**src/rtl/bus_clear_pkg.sv**
```systemverilog
package bus_clear_pkg;
  // Steps of the recovery sequence
  typedef enum logic [2:0] {
    ST_IDLE     = 3'd0,
    ST_CLK_REL  = 3'd1,  // clock released (first half of a pulse)
    ST_CLK_LOW  = 3'd2,  // clock pulled low (second half of a pulse)
    ST_DATA_LOW = 3'd3,  // data pulled low under a low clock
    ST_CLK_FREE = 3'd4,  // clock released, data still low
    ST_ALL_FREE = 3'd5   // both lines released
  } clr_state_t;
endpackage

```
**src/rtl/clr_phase_timer.sv**
```systemverilog
module clr_phase_timer #(
  parameter int PHASE_CLKS = 250
) (
  input  logic clk,
  input  logic rst,
  input  logic run,
  output logic tick
);
  localparam int CW = (PHASE_CLKS > 1) ? $clog2(PHASE_CLKS) : 1;
  localparam logic [CW-1:0] LAST = CW'(PHASE_CLKS - 1);

  logic [CW-1:0] cnt;

  assign tick = run && (cnt == LAST);

  always_ff @(posedge clk) begin
    if (rst || !run || tick) cnt <= '0;
    else                     cnt <= cnt + 1'b1;
  end
endmodule

```
**src/rtl/clr_pulse_counter.sv**
```systemverilog
module clr_pulse_counter #(
  parameter int NUM_PULSES = 9
) (
  input  logic clk,
  input  logic rst,
  input  logic clr,
  input  logic inc,
  output logic last
);
  localparam int PW = (NUM_PULSES > 1) ? $clog2(NUM_PULSES) : 1;
  localparam logic [PW-1:0] FINAL = PW'(NUM_PULSES - 1);

  logic [PW-1:0] cnt;

  assign last = (cnt == FINAL);

  always_ff @(posedge clk) begin
    if (rst || clr) cnt <= '0;
    else if (inc)   cnt <= cnt + 1'b1;
  end
endmodule

```
**src/rtl/bus_clear_seq.sv**
```systemverilog
module bus_clear_seq
  import bus_clear_pkg::*;
#(
  parameter int PHASE_CLKS = 250,
  parameter int NUM_PULSES = 9
) (
  input  logic clk,
  input  logic rst,
  input  logic start,
  output logic scl_ovr,
  output logic sda_ovr,
  output logic done
);
  clr_state_t state, state_nxt;
  logic       tick, last_pulse, pulse_inc, running;

  assign running   = (state != ST_IDLE);
  assign pulse_inc = tick && (state == ST_CLK_LOW);

  clr_phase_timer #(.PHASE_CLKS(PHASE_CLKS)) u_timer (
    .clk (clk),
    .rst (rst),
    .run (running),
    .tick(tick)
  );

  clr_pulse_counter #(.NUM_PULSES(NUM_PULSES)) u_pulses (
    .clk (clk),
    .rst (rst),
    .clr (!running),
    .inc (pulse_inc),
    .last(last_pulse)
  );

  always_comb begin
    state_nxt = state;
    unique case (state)
      ST_IDLE:     if (start) state_nxt = ST_CLK_REL;
      ST_CLK_REL:  if (tick)  state_nxt = ST_CLK_LOW;
      ST_CLK_LOW:  if (tick)  state_nxt = last_pulse ? ST_DATA_LOW : ST_CLK_REL;
      ST_DATA_LOW: if (tick)  state_nxt = ST_CLK_FREE;
      ST_CLK_FREE: if (tick)  state_nxt = ST_ALL_FREE;
      ST_ALL_FREE: if (tick)  state_nxt = ST_IDLE;
      default:                state_nxt = ST_IDLE;
    endcase
  end

  // Outputs are registered together with the state they belong to
  always_ff @(posedge clk) begin
    if (rst) begin
      state   <= ST_IDLE;
      scl_ovr <= 1'b0;
      sda_ovr <= 1'b0;
      done    <= 1'b0;
    end else begin
      state   <= state_nxt;
      scl_ovr <= (state_nxt == ST_CLK_LOW) || (state_nxt == ST_DATA_LOW);
      sda_ovr <= (state_nxt == ST_DATA_LOW) || (state_nxt == ST_CLK_FREE);
      done    <= (state == ST_ALL_FREE) && tick;
    end
  end
endmodule

```
**config.mk**
```make
export PLATFORM = sky130hd
export DESIGN_NAME = bus_clear_seq
export DESIGN_NICKNAME = d
export VERILOG_FILES = /design/src/rtl/bus_clear_pkg.sv /design/src/rtl/clr_phase_timer.sv /design/src/rtl/clr_pulse_counter.sv /design/src/rtl/bus_clear_seq.sv
export SDC_FILE = /design/constraint.sdc
export NUM_CORES = 1
export LEC_CHECK = 0
export ABC_AREA = 1
export BUFFER_PORTS_ARGS = -buffer_cell sky130_fd_sc_hd__buf_2
export CORE_AREA = 8 8 55 57
export DETAILED_ROUTE_END_ITERATION = 12
export DIE_AREA = 0 0 63 65
export GPL_TIMING_DRIVEN = 0
export PLACE_DENSITY = 0.58
export SYNTH_ARGS = -nofsm -noshare
export SYNTH_HDL_FRONTEND = slang
export SYNTH_SLANG_ARGS = --single-unit
```
**constraint.sdc**
```tcl
create_clock -name clk -period 1.9 [get_ports clk]
set_clock_uncertainty 0.2 [all_clocks]
set_input_delay 0.38 -clock clk [delete_from_list [all_inputs] [get_ports clk]]
set_output_delay 0.38 -clock clk [all_outputs]
set_load 0.02 [all_outputs]
```
# Word level (Yosys, flattened, before mapping)
# Cells that the tools add are included.
[word_totals] register_bits=18 word_cells=36
[classes] addsub=2 n_eq_ne=10 mux=8 n_reduce_logical=10
[ops] op="$mux 3" n=6
[ops] op="$pmux 3 s6" n=1
[ops] op="$eq 3x2->1 const B" n=4
[ops] op="$eq 3x3->1 const B" n=3
[ops] op="$add 8x1->8 const B" n=1
[ops] op="$eq 8x8->1 const B" n=1
[ops] op="$add 4x1->4 const B" n=1
[ops] op="$eq 4x4->1 const B" n=1
[ops] op="$logic_or 1x1->1" n=4
[ops] op="$eq 3x1->1 const B" n=1
[ops] op="$logic_and 1x1->1" n=3
[ops] op="$logic_not 3->1" n=1
[ops] op="$reduce_bool 3->1" n=1
[ops] op="$mux 2" n=1
[ops] op="$logic_not 1->1" n=1

# Longest topological paths before layout
[depth] depth_word=6 depth_mapped=11 depth_no_buf=11

# Cells and area by module
# A second synthesis with hierarchy kept.
[unflattened] hier_cells=127 area_unflattened_um2=897.1
[by_module_without_submodules] module="clr_phase_timer" n_inst=1 cells_each=54 area_per_inst_um2=392.9 seq_area_each_um2=160.2
[by_module_without_submodules] module="bus_clear_seq" n_inst=1 cells_each=45 area_per_inst_um2=306.5 seq_area_each_um2=120.1
[by_module_without_submodules] module="clr_pulse_counter" n_inst=1 cells_each=28 area_per_inst_um2=197.7 seq_area_each_um2=80.1

# Least setup slack after synthesis
# No wires, ideal clock.
[synth_timing] kind="flip-flop to flip-flop" from="reg u_timer.cnt[0]" to="reg sda_ovr" t_arrival_ns=1.170 slack_ns=0.421 path_stages_with_launch=11 cell_sequence="dfxtp_1 -> ha_1 -> nand2_1 -> nor2_2 -> nand2_4 -> nand2_1 -> nand3_2 -> inv_1 -> nand2_1 -> inv_1 -> nor2_2"
[synth_via] elab_chain_len=6 elab_cells_between_ends=11
[synth_rtl] element="from (decl)" line="clr_phase_timer.sv:12" rtl="logic [CW-1:0] cnt;"
[synth_rtl] element="from (signal assigned)" line="clr_phase_timer.sv:18" rtl="else cnt <= cnt + 1'b1;"
[synth_rtl] element="$eq 8x8->1 *" line="clr_phase_timer.sv:14" rtl="assign tick = run && (cnt == LAST);"
[synth_rtl] element="$logic_and 1x1->1 *" line="clr_phase_timer.sv:14"
[synth_rtl] element="$mux 3 (on tied branches)"
[synth_rtl] element="$pmux 3 s6 *" line="bus_clear_seq.sv:37" rtl="unique case (state)"
[synth_rtl] element="$eq 3x2->1 or $eq 3x3->1 (tied branches)" line="bus_clear_seq.sv:58" rtl="sda_ovr <= (state_nxt == ST_DATA_LOW) || (state_nxt == ST_CLK_FREE);"
[synth_rtl] element="$logic_or 1x1->1 *" line="bus_clear_seq.sv:58"
[synth_rtl] element="to (signal assigned)" line="bus_clear_seq.sv:58"
[synth_rtl] element="to (decl)" line="bus_clear_seq.sv:11" rtl="output logic sda_ovr,"
# Mark *: on every way between the ends. The rest lies on a longest branch, timed or not.
# A chain may end at the register's enable or synchronous reset.

# Worst setup path in the final report
[layout_timing] from="reg u_timer.cnt[0]" to="reg u_pulses.cnt[0]"
[layout_via] elab_chain_len=3
[layout_rtl] element="$eq 8x8->1" line="clr_phase_timer.sv:14"
[layout_rtl] element="$logic_and 1x1->1" line="clr_phase_timer.sv:14"
[layout_rtl] element="$logic_and 1x1->1" line="bus_clear_seq.sv:18" rtl="assign pulse_inc = tick && (state == ST_CLK_LOW);"
[layout_rtl] element="to (signal assigned)" line="clr_pulse_counter.sv:19" rtl="else if (inc) cnt <= cnt + 1'b1;"
[layout_rtl] element="to (decl)" line="clr_pulse_counter.sv:13" rtl="logic [PW-1:0] cnt;"
# No other way between the ends.

==> results by group <==
Outcome
  • Outcome: complete, no violations

Clock tree
  • CTS Sinks: 18
  • Clk pin slew, worst setup/hold paths: 0.10 ns
  • # H-tree levels: 1
  • Root Buffer Master: clkbuf_4
  • Cts hold-fix bufs: 0
  • Skew-Pair Late Insertion Delay: 0.29 ns
  • TritonCTS clock tree: done
  • Post-CTS Resized: 0
  • Num CTS Buffers: 3
  • Clock buffer depth: 2
  • Setup bufs post-CTS: 0

Place
  • Final HPWL DP: 1.13 mm
  • Final Wtd Congestion: 0.776
  • I/O Buffers: 5
  • Cells after DPL: 148
  • Dpl cell area: 986 um2
  • Placement Setup Slack: 0.281 ns

Pwr
  • Reg power frac: 0.596
  • Comb power frac: 0.048
  • Sw Pwr: 0.141 mW
  • P_leak: 0.412 nW
  • Internal power: 0.509 mW
  • Power Total: 0.650 mW
  • Switching share of total power: 0.217
  • Power share of the clock group: 0.356
  • Worst VDD drop: 357 uV
  • Power per cell area: 635 nW/um2

Worst setup path
  • CP max FO: 5
  • Crit path kind: reg -> reg
  • CP dominant cell by count: nand2_1
  • CP arrival: 1.61 ns
  • Worst path required time: 1.89 ns
  • Slowest stage delay, CP: 0.39 ns
  • Buf/Inv on CP: 0
  • Slowest-stage cell, CP: dfxtp_1
  • Critical-path cell list: ha_1 -> nand2_1 -> nor2_2 -> nand2_4 -> nor2_4 -> nand2_2 -> nand2_1 -> a21oi_1
  • Delay-heaviest family, CP: simple AND/OR/NAND/NOR gates
  • Crit start category: register
  • Element type at the critical path end: register

Final layout
  • Layout cell share with drive strength beyond 1: 0.242
  • Layout area overhead: 10.4%
  • Design area: 1020 um2
  • Number of antenna diodes: 0
  • Final #Nets: 132
  • Non-filler instance count after layout: 152
  • Core Util, Final: 0.476

Synthesis
  • FF+latch count, synth: 18
  • Netlist cell types: 25
  • Cell Area, Synth: 926 um2
  • Synth Warn #: 0
  • Mapped Cells: 115
  • Sequential cell area fraction in the yosys report: 0.389
  • Syn_nets: 122
  • Synthesized area per cell: 8.05 um2

STA
  • Period utilisation layout: 0.851
  • Min cycle time layout: 1.62 ns
  • Setup violators final: 0
  • Final WS setup: 0.283 ns
  • Relative slew slack: 0.769
  • RSZ-0062 raised after global routing: false
  • Setup TNS: 0 ns
  • Max Fclk: 619 MHz
  • Hold_ws: 0.170 ns
  • Measured slew at the worst slew-check pin: 0.345 ns
  • Final hold violation count: 0
  • Number of slew-limit violations in the final report: 0

Floorplanning
  • Core Area: 2150 um2
  • I/O pin cnt: 6
  • Die Y: 65 um
  • Die X: 63 um
  • Starting Density: 0.431
  • Num rows: 17
  • Die ar.: 4100 um2

Route
  • Starting DRT DRC Count: 16
  • Max Used Layer: met4
  • Vias per cell: 4.66
  • Vias: 708
  • DRT Pass-1 Iters: 4
  • Routed WL: 1.43 mm
  • Met2 wire len: 596 um
  • ANT nets after route: 0
  • Routed length per instance: 9.41 um
  • Metal-1 WL: 729 um
  • Met3 routed wirelength: 74 um
  • Drc violations: 0

Global route
  • Vias in the first global route: 670
  • Total GRT Usage: 0.0779
  • Initial antenna violation count: 0
  • Largest net degree at the start of global routing: 11
  • GRT overflow: 0
  • First-pass GRT wire length: 2.62 mm

Worst hold path
  • HP Class: in -> reg

Run
  • Max Cap Viol: 0
-- power groups by stage --
stage / Clock [mW] / Sequential [mW] / Combinational, mW
3_5_place_dp: 0 / 0.396 / 0.0318
5_1_grt: 0.257 / 0.388 / 0.0351
6_report: 0.231 / 0.387 / 0.0313
3_3_place_gp: 0 / 0.396 / 0.0315
4_1_cts: 0.242 / 0.387 / 0.0320
2_1_floorplan: 0 / 0.396 / 0.0214
-- synthesized netlist by cell type --
master / instances / area share
a211oi_2: 1 / 0.014
a21oi_1: 7 / 0.038
and3_1: 1 / 0.0068
clkinv_1: 1 / 0.0041
dfxtp_1: 18 / 0.39
ha_1: 4 / 0.054
inv_1: 15 / 0.061
inv_2: 1 / 0.0041
inv_4: 1 / 0.0068
nand2_1: 18 / 0.073
nand2_2: 2 / 0.014
nand2_4: 2 / 0.024
nand3_1: 9 / 0.049
nand3_2: 3 / 0.032
nand3b_1: 1 / 0.0081
nand4_1: 2 / 0.014
nor2_1: 14 / 0.057
nor2_2: 2 / 0.014
nor2_4: 5 / 0.061
nor3_1: 1 / 0.0054
nor3_2: 2 / 0.022
nor3b_2: 2 / 0.027
o21ai_0: 1 / 0.0054
xnor2_1: 1 / 0.0095
xor2_1: 1 / 0.0095
-- cell type report --
cell class	instances	area, um2
clock buffer	4	36.3
multi-input combinational	79	495
fill	229	1130
timing repair buffer	5	25.0
inverter	18	70.1
sequential	18	360
tap	28	35.0
-- logic make-up (layout without fill, tap and decap cells) --
family                   Yosys count  in the layout  share of synthesized area
AO/OA/AOI/OAI                      9              9                     0.0567
XOR/XNOR                           2              2                     0.0189
adder cells (fa/ha/maj)            4              4                     0.0541
buffers and inverters             18             27                     0.0757
flip-flops                        18             18                      0.389
AND/OR/NAND/NOR                   64             64                      0.405
-- registers in the layout (all words and copies together) (netlist names) --
register,cells
done,1
u_timer.cnt,8
state,3
u_pulses.cnt,4
sda_ovr,1
scl_ovr,1
-- per-layer routing --
| layer | vias to the layer above | GRT usage |
|---|---|---|
| met5 | - | 0 |
| met4 | 0 | 0.0513 |
| met3 | 4 | 0.0326 |
| met2 | 8 | 0.119 |
| met1 | 309 | 0.0876 |
| li1 | 387 | - |
-- worst reg2reg max path, cell delays in order (launching register included) --
cell     delay [ns]
dfxtp_1        0.39
ha_1           0.17
nand2_1        0.06
nor2_2         0.22
nand2_4        0.11
nor2_4         0.14
nand2_2        0.09
nand2_1        0.08
a21oi_1        0.06
-- final timing paths --
kind	endpoint	cells after the start	start	slack [ns]
worst max-delay path	u_pulses.cnt[0]$_SDFFE_PP0P_	8	u_timer.cnt[0]$_SDFF_PP0_	0.28
worst min-delay path	state[1]$_SDFF_PP0_	2	rst	0.17
worst max register to register	u_pulses.cnt[0]$_SDFFE_PP0P_	8	u_timer.cnt[0]$_SDFF_PP0_	0.28
worst min register to register	u_timer.cnt[0]$_SDFF_PP0_	1	u_timer.cnt[0]$_SDFF_PP0_	0.28
-- layout by cell type, fill, tap and decap left out, types with 3 or more instances in the layout --
master / n
ha_1: 4
nand3_2: 3
inv_1: 15
dfxtp_1: 18
nand2_1: 18
nor2_4: 5
clkbuf_4: 3
nor2_1: 14
buf_2: 5
a21oi_1: 7
nand3_1: 9
No activity file was read; power rests on OpenSTA's default activity.
